**src/rtl/sap_pkg.sv**
```systemverilog
// Shared constants and helpers for the serial audio port.
// Assumes the format field is 3 bits wide; codes above 4 are unused.
package sap_pkg;
    localparam logic [2:0] FMT_I2S  = 3'd0;
    localparam logic [2:0] FMT_RJ16 = 3'd1;
    localparam logic [2:0] FMT_RJ18 = 3'd2;
    localparam logic [2:0] FMT_RJ20 = 3'd3;
    localparam logic [2:0] FMT_LJ   = 3'd4;

    // True for any code that selects a framing
    function automatic logic fmt_known(input logic [2:0] f);
        return f <= FMT_LJ;
    endfunction

    // True for the end-aligned codes
    function automatic logic fmt_is_rj(input logic [2:0] f);
        return (f == FMT_RJ16) || (f == FMT_RJ18) || (f == FMT_RJ20);
    endfunction

    // Word length used by the end-aligned codes
    function automatic logic [4:0] rj_bits(input logic [2:0] f);
        case (f)
            FMT_RJ16: return 5'd16;
            FMT_RJ18: return 5'd18;
            default:  return 5'd20;
        endcase
    endfunction
endpackage

```
**src/rtl/sap_sync.sv**
```systemverilog
// Brings bit clock, word select and serial data into the system clock
// domain and flags rising and falling bit-clock edges for one cycle.
// Assumes each bit-clock phase is longer than STAGES+1 system clocks.
module sap_sync #(
    parameter int STAGES = 2
) (
    input  logic clk,
    input  logic rst_n,
    input  logic sck,
    input  logic ws,
    input  logic sdi,
    output logic rise_evt,
    output logic fall_evt,
    output logic ws_s,
    output logic sdi_s
);
    logic [STAGES:0] sck_q;
    logic [STAGES:0] ws_q;
    logic [STAGES:0] sdi_q;
    logic            sck_last;

    assign sck_q[0] = sck;
    assign ws_q[0]  = ws;
    assign sdi_q[0] = sdi;

    for (genvar st = 0; st < STAGES; st++) begin : g_stage
        // One synchroniser rank for all three inputs
        always_ff @(posedge clk) begin
            if (!rst_n) begin
                sck_q[st+1] <= 1'b0;
                ws_q[st+1]  <= 1'b0;
                sdi_q[st+1] <= 1'b0;
            end else begin
                sck_q[st+1] <= sck_q[st];
                ws_q[st+1]  <= ws_q[st];
                sdi_q[st+1] <= sdi_q[st];
            end
        end
    end

    // Previous synchronised bit-clock level for edge detection
    always_ff @(posedge clk) begin
        if (!rst_n) sck_last <= 1'b0;
        else        sck_last <= sck_q[STAGES];
    end

    assign rise_evt = sck_q[STAGES] & ~sck_last;
    assign fall_evt = ~sck_q[STAGES] & sck_last;
    assign ws_s     = ws_q[STAGES];
    assign sdi_s    = sdi_q[STAGES];
endmodule

```
**src/rtl/sap_rx.sv**
```systemverilog
// Receive half: tracks slots on rising bit-clock edges and assembles the
// left and right words in the chosen framing, MSB-aligned, zero filled.
// The delayed-MSB code is handled as start-aligned with word select seen
// one bit later. Assumes WORD_W >= 20 and SLOT_MAX >= WORD_W.
module sap_rx
    import sap_pkg::*;
#(
    parameter int WORD_W   = 20,
    parameter int SLOT_MAX = 32
) (
    input  logic              clk,
    input  logic              rst_n,
    input  logic [2:0]        fmt,
    input  logic              rise_evt,
    input  logic              ws_s,
    input  logic              sdi_s,
    output logic [WORD_W-1:0] rx_left,
    output logic [WORD_W-1:0] rx_right,
    output logic              rx_valid
);
    localparam int CNT_W = $clog2(SLOT_MAX + 1);
    localparam logic [WORD_W-1:0] TOP_BIT = {1'b1, {(WORD_W-1){1'b0}}};

    logic              ws_d1;
    logic              eff_last;
    logic              slot_live;
    logic              left_ok;
    logic [CNT_W-1:0]  idx;
    logic [WORD_W-1:0] acc;
    logic [WORD_W-1:0] sr;
    logic [WORD_W-1:0] left_hold;

    logic              ws_eff;
    logic              slot_edge;
    logic [WORD_W-1:0] bit_mask;
    logic [CNT_W-1:0]  rj_n;
    logic [WORD_W-1:0] rj_word;
    logic [WORD_W-1:0] done_word;

    // Effective slot boundary and the word that closes with it
    always_comb begin
        ws_eff    = (fmt == FMT_I2S) ? ws_d1 : ws_s;
        slot_edge = ws_eff ^ eff_last;
        bit_mask  = TOP_BIT >> idx;
        rj_n      = CNT_W'(rj_bits(fmt));
        rj_word   = sr << (CNT_W'(WORD_W) - rj_n);
        done_word = fmt_is_rj(fmt) ? rj_word : acc;
    end

    // Slot tracking, bit capture and word hand-off
    always_ff @(posedge clk) begin
        if (!rst_n) begin
            ws_d1     <= 1'b0;
            eff_last  <= 1'b0;
            slot_live <= 1'b0;
            left_ok   <= 1'b0;
            idx       <= '0;
            acc       <= '0;
            sr        <= '0;
            left_hold <= '0;
            rx_left   <= '0;
            rx_right  <= '0;
            rx_valid  <= 1'b0;
        end else begin
            rx_valid <= 1'b0;
            if (rise_evt) begin
                ws_d1    <= ws_s;
                eff_last <= ws_eff;
                sr       <= {sr[WORD_W-2:0], sdi_s};
                if (slot_edge) begin
                    if (slot_live && fmt_known(fmt)) begin
                        if (!eff_last) begin
                            left_hold <= done_word;
                            left_ok   <= 1'b1;
                        end else if (left_ok) begin
                            rx_left  <= left_hold;
                            rx_right <= done_word;
                            rx_valid <= 1'b1;
                            left_ok  <= 1'b0;
                        end
                    end
                    slot_live <= 1'b1;
                    idx       <= CNT_W'(1);
                    acc       <= sdi_s ? TOP_BIT : '0;
                end else begin
                    if (sdi_s) acc <= acc | bit_mask;
                    if (idx != CNT_W'(SLOT_MAX)) idx <= idx + 1'b1;
                end
            end
        end
    end
endmodule

```
**src/rtl/sap_tx.sv**
```systemverilog
// Transmit half: tracks slots on falling bit-clock edges and drives one
// bit per bit clock. End-aligned words are placed from the length of the
// previous slot. Both words are taken at the start of the left slot.
// Assumes SLOT_MAX >= WORD_W >= 20.
module sap_tx
    import sap_pkg::*;
#(
    parameter int WORD_W   = 20,
    parameter int SLOT_MAX = 32
) (
    input  logic              clk,
    input  logic              rst_n,
    input  logic [2:0]        fmt,
    input  logic              fall_evt,
    input  logic              ws_s,
    input  logic [WORD_W-1:0] tx_left,
    input  logic [WORD_W-1:0] tx_right,
    output logic              sdo
);
    localparam int CNT_W = $clog2(SLOT_MAX + 1);
    localparam logic [WORD_W-1:0] TOP_BIT = {1'b1, {(WORD_W-1){1'b0}}};

    logic              ws_d1;
    logic              eff_last;
    logic              started;
    logic              len_ok;
    logic              cur_right;
    logic [CNT_W-1:0]  pos;
    logic [CNT_W-1:0]  len;
    logic [WORD_W-1:0] hold_l;
    logic [WORD_W-1:0] hold_r;

    logic              ws_eff;
    logic              slot_edge;
    logic [CNT_W-1:0]  p_n;
    logic [CNT_W-1:0]  len_n;
    logic              lok_n;
    logic [WORD_W-1:0] word_n;
    logic [CNT_W-1:0]  rj_n;
    logic [CNT_W-1:0]  k;
    logic              bit_n;

    // Next slot position and the bit that belongs there
    always_comb begin
        ws_eff    = (fmt == FMT_I2S) ? ws_d1 : ws_s;
        slot_edge = ws_eff ^ eff_last;
        if (slot_edge)                       p_n = '0;
        else if (pos == CNT_W'(SLOT_MAX))    p_n = pos;
        else                                 p_n = pos + 1'b1;
        len_n  = slot_edge ? pos + 1'b1 : len;
        lok_n  = slot_edge ? started : len_ok;
        word_n = slot_edge ? (ws_eff ? hold_r : tx_left)
                           : (cur_right ? hold_r : hold_l);
        rj_n   = CNT_W'(rj_bits(fmt));
        if (fmt_is_rj(fmt)) begin
            if (lok_n && (len_n >= rj_n) && (p_n >= len_n - rj_n))
                k = p_n - (len_n - rj_n);
            else
                k = '1;
        end else begin
            k = p_n;
        end
        bit_n = fmt_known(fmt) && (|(word_n & (TOP_BIT >> k)));
    end

    // Slot tracking, word capture and output register
    always_ff @(posedge clk) begin
        if (!rst_n) begin
            ws_d1     <= 1'b0;
            eff_last  <= 1'b0;
            started   <= 1'b0;
            len_ok    <= 1'b0;
            cur_right <= 1'b0;
            pos       <= '0;
            len       <= '0;
            hold_l    <= '0;
            hold_r    <= '0;
            sdo       <= 1'b0;
        end else if (fall_evt) begin
            ws_d1    <= ws_s;
            eff_last <= ws_eff;
            pos      <= p_n;
            sdo      <= bit_n;
            if (slot_edge) begin
                len       <= len_n;
                len_ok    <= lok_n;
                started   <= 1'b1;
                cur_right <= ws_eff;
                if (!ws_eff) begin
                    hold_l <= tx_left;
                    hold_r <= tx_right;
                end
            end
        end
    end
endmodule

```
**src/rtl/sap_port.sv**
```systemverilog
// Top of the slave serial audio port: input synchroniser, receiver and
// transmitter sharing one format code. Assumes the system clock is at
// least six times faster than the bit clock.
module sap_port #(
    parameter int WORD_W      = 20,
    parameter int SLOT_MAX    = 32,
    parameter int SYNC_STAGES = 2
) (
    input  logic              clk,
    input  logic              rst_n,
    input  logic [2:0]        fmt,
    input  logic              sck,
    input  logic              ws,
    input  logic              sdi,
    output logic              sdo,
    input  logic [WORD_W-1:0] tx_left,
    input  logic [WORD_W-1:0] tx_right,
    output logic [WORD_W-1:0] rx_left,
    output logic [WORD_W-1:0] rx_right,
    output logic              rx_valid
);
    logic rise_evt;
    logic fall_evt;
    logic ws_s;
    logic sdi_s;

    sap_sync #(.STAGES(SYNC_STAGES)) u_sync (
        .clk(clk), .rst_n(rst_n), .sck(sck), .ws(ws), .sdi(sdi),
        .rise_evt(rise_evt), .fall_evt(fall_evt), .ws_s(ws_s), .sdi_s(sdi_s)
    );

    sap_rx #(.WORD_W(WORD_W), .SLOT_MAX(SLOT_MAX)) u_rx (
        .clk(clk), .rst_n(rst_n), .fmt(fmt), .rise_evt(rise_evt),
        .ws_s(ws_s), .sdi_s(sdi_s),
        .rx_left(rx_left), .rx_right(rx_right), .rx_valid(rx_valid)
    );

    sap_tx #(.WORD_W(WORD_W), .SLOT_MAX(SLOT_MAX)) u_tx (
        .clk(clk), .rst_n(rst_n), .fmt(fmt), .fall_evt(fall_evt),
        .ws_s(ws_s), .tx_left(tx_left), .tx_right(tx_right), .sdo(sdo)
    );
endmodule

```
**config.mk**
```make
export PLATFORM = sky130hd
export DESIGN_NAME = sap_port
export DESIGN_NICKNAME = d
export VERILOG_FILES = /design/src/rtl/sap_pkg.sv /design/src/rtl/sap_sync.sv /design/src/rtl/sap_rx.sv /design/src/rtl/sap_tx.sv /design/src/rtl/sap_port.sv
export SDC_FILE = /design/constraint.sdc
export NUM_CORES = 1
export LEC_CHECK = 0
export BUFFER_PORTS_ARGS = -buffer_cell sky130_fd_sc_hd__buf_2
export CAP_MARGIN = 20
export CELL_PAD_IN_SITES_DETAIL_PLACEMENT = 1
export CELL_PAD_IN_SITES_GLOBAL_PLACEMENT = 1
export CORE_ASPECT_RATIO = 1.5
export CORE_UTILIZATION = 30
export DETAILED_ROUTE_END_ITERATION = 10
export PLACE_DENSITY_LB_ADDON = 0.1
export REMOVE_ABC_BUFFERS = 1
export SLEW_MARGIN = 20
export SYNTH_ARGS = -nofsm -noshare
export SYNTH_HDL_FRONTEND = slang
export SYNTH_SLANG_ARGS = --single-unit
```
**constraint.sdc**
```tcl
create_clock -name clk -period 5 [get_ports clk]
set_input_delay 0.5 -clock clk [delete_from_list [all_inputs] [get_ports clk]]
set_output_delay 0.5 -clock clk [all_outputs]
set_load 0.1 [all_outputs]
```
==> impl_metrics.tcl, run 1 <==
set metrics [dict create \
    outcome "finished, final reports clean" \
    ys_seq_area_share_pct 41.1 \
    rows 75 \
    via_count 7585 \
    clockPowerShare_pct 43.4 \
    path_cells "or4b_4 -> nand3_4 -> and2_4 -> mux2i_1 -> ha_1 -> inv_1 -> fa_1 -> xnor2_1 -> ha_1 -> o21ai_0 -> a21oi_1 -> o21ai_0 -> a32o_1 -> buf_4 -> o32ai_2 -> buf_4 -> mux2i_1 -> a211oi_1 -> o21ai_0 -> a41oi_1" \
    drtIter0Drc 294 \
    synth_top_area_share_pct 41.1 \
    root_buffer "clkbuf_16" \
    setup_ws_ps 315 \
    worstPathMaxFanout 11 \
    hold_buffers 0 \
    hold_violations 0 \
    grt_max_degree 64 \
    grt_overflow 0 \
    clock_sinks 176 \
    min_path_type "in2reg" \
    ios 90 \
    start_kind "register" \
    coreArea_um2 28100 \
    syn_area_um2 8580 \
    postSynthCellCount 1060 \
    maxSlewHeadroom_pct 36.4 \
    numCtsBuffers 17 \
    final_common_cell "nand2_1" \
    area_growth_pct 16.5 \
    die_h_um 209 \
    grt_setup_unrepaired "no" \
    ir_drop_uv 213 \
    diodes 0 \
    die_x_um 140 \
    multi_input_area_um2 4710 \
    worstSetupEndpointType "register" \
    crit_buf_inv 3 \
    synthesis.area_per_instance_um2 8.09 \
    nNetsFinal 1198 \
    use_met1_pct 19.9 \
    clk_path_buf_depth 2 \
    period_share_pct 93.7 \
    arrival_ps 5050 \
    drtAntennaViolNets 0 \
    setup_viol_count_final 0 \
    min_period_ps 4680 \
    ys_warn_count 0 \
    start_util_pct 30.6 \
    post-cts-setup-buffers 0 \
    tightest_slew_ps 952 \
    critical_path_class "reg2reg" \
    grtUsageMet3_pct 3.37 \
    power_density_nw_per_um2 294 \
    skew_ps 10.3 \
    drt-total-wl_um 28000 \
    synthTopCellsByArea "dfxtp_1, nand2_1, a21boi_0" \
    max_stage_delay_ps 510 \
    remaining_drc_errors 0 \
    pwr-share-comb_pct 8.5 \
    cpMostUsedCell "o21ai_0" \
    layout-drive-gt1-share_pct 15.8 \
    portBuffers 89 \
    path_clk_slew_ps 70 \
    dp_hpwl_um 20900 \
    drv_slew 0 \
    synth.distinct_cells 69 \
    synth_edf_count 0 \
    ys_seq_elements 176 \
    synthArstFlopShare_pct 0 \
    slowest_stage "or4b_4" \
    post-synth-top-area-cell "dfxtp_1" \
    grt_pass1_wl_um 44800 \
    final_cell_mix "nand2_1, dfxtp_1, a21boi_0, buf_2, nor2_1" \
    cap_viol_max_count 0 \
    grt_usage_pct 20.1 \
    via_per_inst 5.09 \
    top_usage_layer "met2" \
    dr.pass1.iters 4 \
    swShare_pct 26.4 \
    cts_htree_levels 4 \
    max_freq_mhz 213 \
    critical-path-top-delay-family "compound AO/OA/AOI/OAI gates" \
    leakage_nw 3.87 \
    routedWlPerCell_um 18.8 \
    switchingPower_w 0.000776 \
    preCtsSetupSlack_ps -88.9 \
    num-fill-cells 3396 \
    post-route-util_pct 35.6 \
    grt_pass1_vias 8047 \
    clock_latency_ps 440 \
    p_int_w 0.00216 \
    critPathRequiredTime_ps 5360 \
    register_area_um2 3520 \
    gp_congestion 0.901 \
    cts_tree "built" \
    use_met2_pct 39.6 \
    dieArea_um2 29300 \
    synth_ff_type "dfxtp_1" \
    p_seq_share_pct 48.1 \
    antenna_found_initial 2 \
]
-- worst reg2reg max path, delay by kind of cell, from the launching register on --
family                   cells  cell delay, ps
AO/OA/AOI/OAI                8            1550
adder cells (fa/ha/maj)      3             990
AND/OR/NAND/NOR              3             780
buffers and inverters        3             480
flip-flops                   1             390
multiplexers                 2             280
XOR/XNOR                     1             150
-- state kept, by name, summed over array words and instances (netlist names), 6 cells and up --
signal	flops
u_rx.acc	20
u_rx.idx	6
u_rx.left_hold	20
u_rx.rx_left	20
u_rx.rx_right	20
u_rx.sr	20
u_tx.hold_l	20
u_tx.hold_r	20
u_tx.len	6
u_tx.pos	6
-- power groups by stage --
stage | combinational, W | sequential, W | clock, W
2_1_floorplan | 0.000129 | 0.00144 | 0
3_3_place_gp | 0.000255 | 0.00144 | 0
3_5_place_dp | 0.000254 | 0.00144 | 0
4_1_cts | 0.000255 | 0.00141 | 0.00132
5_1_grt | 0.000275 | 0.00141 | 0.00138
6_report | 0.000251 | 0.00141 | 0.00127
-- layout make-up --
| type | instances | area share, % |
|---|---|---|
| multi-input combinational | 793 | 47.1 |
| sequential | 176 | 35.3 |
| timing repair buffer | 124 | 7.11 |
| clock buffer | 20 | 4.47 |
| tap | 346 | 4.33 |
| clock inverter | 12 | 0.977 |
| inverter | 19 | 0.714 |
-- kinds of logic after synthesis --
family | Yosys count | share of synthesized area (%)
XOR/XNOR | 10 | 1.02
buffers and inverters | 91 | 4.32
flip-flops | 176 | 41.1
AO/OA/AOI/OAI | 292 | 24.8
AND/OR/NAND/NOR | 443 | 22.3
adder cells (fa/ha/maj) | 21 | 3.18
multiplexers | 27 | 3.22
-- routing by layer --
metal	routed length (um)	vias up
li1	-	3773
met1	10600	3642
met2	15600	116
met3	710	50
met4	1090	4
met5	25	-
-- per-stage QoR --
step / instances / hold WS [ps] / area, um2 / power (W) / setup TNS, ps
global placement: 1458 / 423 / 9430 / 0.00170 / 0
finish: 1490 / 268 / 9990 / 0.00294 / 0
CTS: 1490 / 245 / 9980 / 0.00299 / 0
global route: 1490 / 262 / 9990 / 0.00307 / 0
detailed placement: 1458 / 422 / 9430 / 0.00170 / -88.9
floorplan: 988 / 412 / 8280 / 0.00157 / 0
-- path summary, 6_finish.rpt --
check / cells after the start / from / slack [ps] / end
setup / recovery: 20 / u_tx.ws_d1 / 320 / u_tx.sdo
hold / removal: 2 / sdi / 270 / u_sync.sdi_q[1]
setup reg to reg: 20 / u_tx.ws_d1 / 320 / u_tx.sdo
hold reg to reg: 1 / u_sync.sck_q[1] / 440 / u_sync.sck_q[2]
-- cells in the mapped netlist, types with 2 or more instances --
master and count:
a21oi_1 43, nor3_1 12, nand2b_1 9, nor3b_1 6, o211a_1 14, inv_1 19, a211oi_1 6, and2_1 13
buf_6 3, o22a_1 14, a21boi_0 123, mux2_2 5, ha_1 17, o221a_2 2, mux2i_1 22, o32a_1 2
a22oi_1 4, o31ai_1 2, and3_1 7, buf_2 5, fa_1 2, nand3_1 10, o21ai_0 28, or3_1 2
o21a_1 3, clkbuf_1 63, dfxtp_1 176, a21o_1 2, nor2_1 81, maj3_1 2, nand4_1 3, o221ai_1 2
nand2_1 277, a31oi_1 8, o22ai_1 16, o32ai_1 3, a32oi_1 4, nor2b_1 9, xnor2_1 3, xor2_1 7
a41oi_1 3
-- what timing repair did --
action,4_1_cts,5_1_grt
gates resized for setup,0,2
hold endpoints to repair,0,0
endpoints found under the setup margin,0,1
Note: power is estimated with default switching activity, not from simulation.
==> run 2: changes to the inputs <==
- ABC_AREA: not set -> 1
- GPL_TIMING_DRIVEN: not set -> 0
==> run 2 against run 1 <==
Maximum frequency up 0.36%; die area is 2.9% lower; register-to-register slack improved by 80 ps; largest power group is now the clock network; routed wire length is 2.7% lower; power up 8.9%; cell area fell by 1.9%; critical endpoint unchanged; worst hold slack lost 32 ps; final cell count rose by 6.3%; non-clock buffer count is 28 lower; worst setup slack improved by 17 ps.
==> impl_metrics.tcl, run 2 <==
set metrics [dict create \
    outcome "finished, final reports clean" \
    skew_ps 11.5 \
    grt_usage_pct 19.8 \
    holdPathEnd "u_sync.sck_q[1]" \
    wl_met3_um 630 \
    diodes 0 \
    root_buffer "clkbuf_16" \
    final_cell_mix "o21ai_0, dfxtp_1, nor2_1, inv_1, nand2_1" \
    grt_pass1_vias 8032 \
    cts_htree_levels 4 \
    worstSetupEndpointType "register" \
    crit-reg2reg-launch "u_tx.eff_last" \
    clock_sinks 176 \
    ys_warn_count 0 \
    numCtsBuffers 17 \
    ios 90 \
    ff2ff_setup_slack_ps 400 \
    final_common_cell "o21ai_0" \
    post-synth-top-area-cell "dfxtp_1" \
    grt_max_degree 76 \
    dp_hpwl_um 18700 \
    grt_overflow 0 \
    synth_top_area_share_pct 42.3 \
    tightest_slew_ps 1020 \
    area_growth_pct 17.7 \
    slowest_stage "fa_1" \
    hold_buffers 0 \
    coreArea_um2 27200 \
    drtIter0Drc 322 \
    highest_layer "met4" \
    synthesis.area_per_instance_um2 7.08 \
    ys_seq_elements 176 \
    cts_tree "built" \
    rows 74 \
    dp.cells 1545 \
    max_freq_mhz 214 \
    layout-drive-gt1-share_pct 14.0 \
    power_w 0.00320 \
    cap_viol_max_count 0 \
    setup_ws_ps 332 \
    critical_path_class "in2reg" \
    drv_slew 0 \
    via_per_inst 4.98 \
    leakage_nw 3.97 \
    ys_top_cells_by_count "o21ai_0, dfxtp_1, nor2_1" \
    clock_latency_ps 460 \
    routedWlPerCell_um 17.2 \
    dr.pass1.iters 4 \
    max_stage_delay_ps 460 \
    nNetsFinal 1296 \
    drtAntennaViolNets 0 \
    syn_area_um2 8330 \
    synth_ff_type "dfxtp_1" \
    ir_drop_uv 252 \
    min_path_type "in2reg" \
    critPathRequiredTime_ps 5380 \
    synth.distinct_cells 42 \
    cpMostUsedCell "nand2_1" \
    power_density_nw_per_um2 326 \
    synth_edf_count 0 \
    met1_length_um 11600 \
    synthArstFlopShare_pct 0 \
    preCtsSetupSlack_ps -1260 \
    start_kind "input port" \
    antenna_found_initial 0 \
    reg2reg_to "u_tx.sdo" \
    fin_cells 1584 \
    remaining_drc_errors 0 \
    clk_path_buf_depth 2 \
    post_dp_cell_area_um2 9030 \
    drt-total-wl_um 27300 \
    min_period_ps 4670 \
    ys_seq_area_share_pct 42.3 \
    grt_pass1_wl_um 43700 \
    synthTopCellsByArea "dfxtp_1, o21ai_0, a21oi_1" \
    worstPathMaxFanout 8 \
    maxSlewHeadroom_pct 31.7 \
    via_count 7884 \
    path_clk_slew_ps 70 \
    r2r_cells 27 \
    die_h_um 206 \
    route.met2.wl_um 14300 \
    dieArea_um2 28400 \
    gp_congestion 0.798 \
    finalSetupTns_ps 0 \
    setup_viol_count_final 0 \
    yosysMostFrequentCell "o21ai_0" \
    hold_violations 0 \
    arrival_ps 5050 \
    fin_area_um2 9800 \
    grt_setup_unrepaired "no" \
    period_share_pct 93.4 \
    hp-start "sck" \
    postSynthCellCount 1176 \
    die_x_um 138 \
    start_util_pct 30.6 \
    portBuffers 89 \
    hold_path_depth 3 \
]
## run 2: what timing repair did
item                                   CTS  global route
cloned                                   2             0
pin swaps                                3             4
setup buffers                            3             2
setup endpoints to repair                1             1
resized for setup                       10             7
endpoints found under the hold margin    0             0
## run 2: worst max-delay path, delay by kind of cell
kind,cells,cell delay [ps]
fa+ha+maj,3,1020
xor+xnor,1,180
compound gates,7,1100
simple gates,17,1980
buf+inv,2,270
## run 2: routing by layer
metal,track usage (%),vias up
li1,-,3986
met1,21.7,3769
met2,37.6,95
met3,3.29,34
met5,0,-
met4,7.61,0
## run 2: per-stage QoR
stage                     utilization, %  hold WS, ps
after detailed placement            33.2          401
final                               36.0          236
after CTS                           35.8          220
after global placement              32.9          393
after floorplan                        -          390
after global routing                36.0          246
## run 2: how the worst max path moves through the flow
stage	end	slack (ps)	startpoint	depth (start not counted)
2_1_floorplan	u_tx.sdo	170	fmt[1]	29
3_3_place_gp	u_tx.sdo	-1700	fmt[1]	30
3_5_place_dp	u_tx.sdo	-1260	fmt[1]	30
4_1_cts	u_tx.sdo	60	fmt[1]	30
5_1_grt	u_tx.sdo	7	fmt[0]	32
6_report	u_tx.sdo	330	fmt[0]	30
## run 2: kinds of logic (layout without fill, tap and decap cells)
group,after synthesis,after routing,share of synthesized area [%]
compound gates,352,352,22.9
xor+xnor,10,10,1.05
fa+ha+maj,19,19,3.04
buf+inv,219,283,9.98
flops,176,176,42.3
simple gates,400,402,20.7
## run 2: where the power goes
part / switching (W) / internal (W) / total, W
clock network: 0.000663 / 0.000831 / 0.00149
registers: 0.0000128 / 0.00142 / 0.00143
logic: 0.000193 / 0.0000826 / 0.000276
## run 2: cell type report
type	count	area, um2
clock inverters	14	209
clock buffers	18	439
well taps	342	428
inverters	155	584
repair buffers	96	537
multi-input cells	783	4080
flip-flops and latches	176	3530
fillers	3409	17400
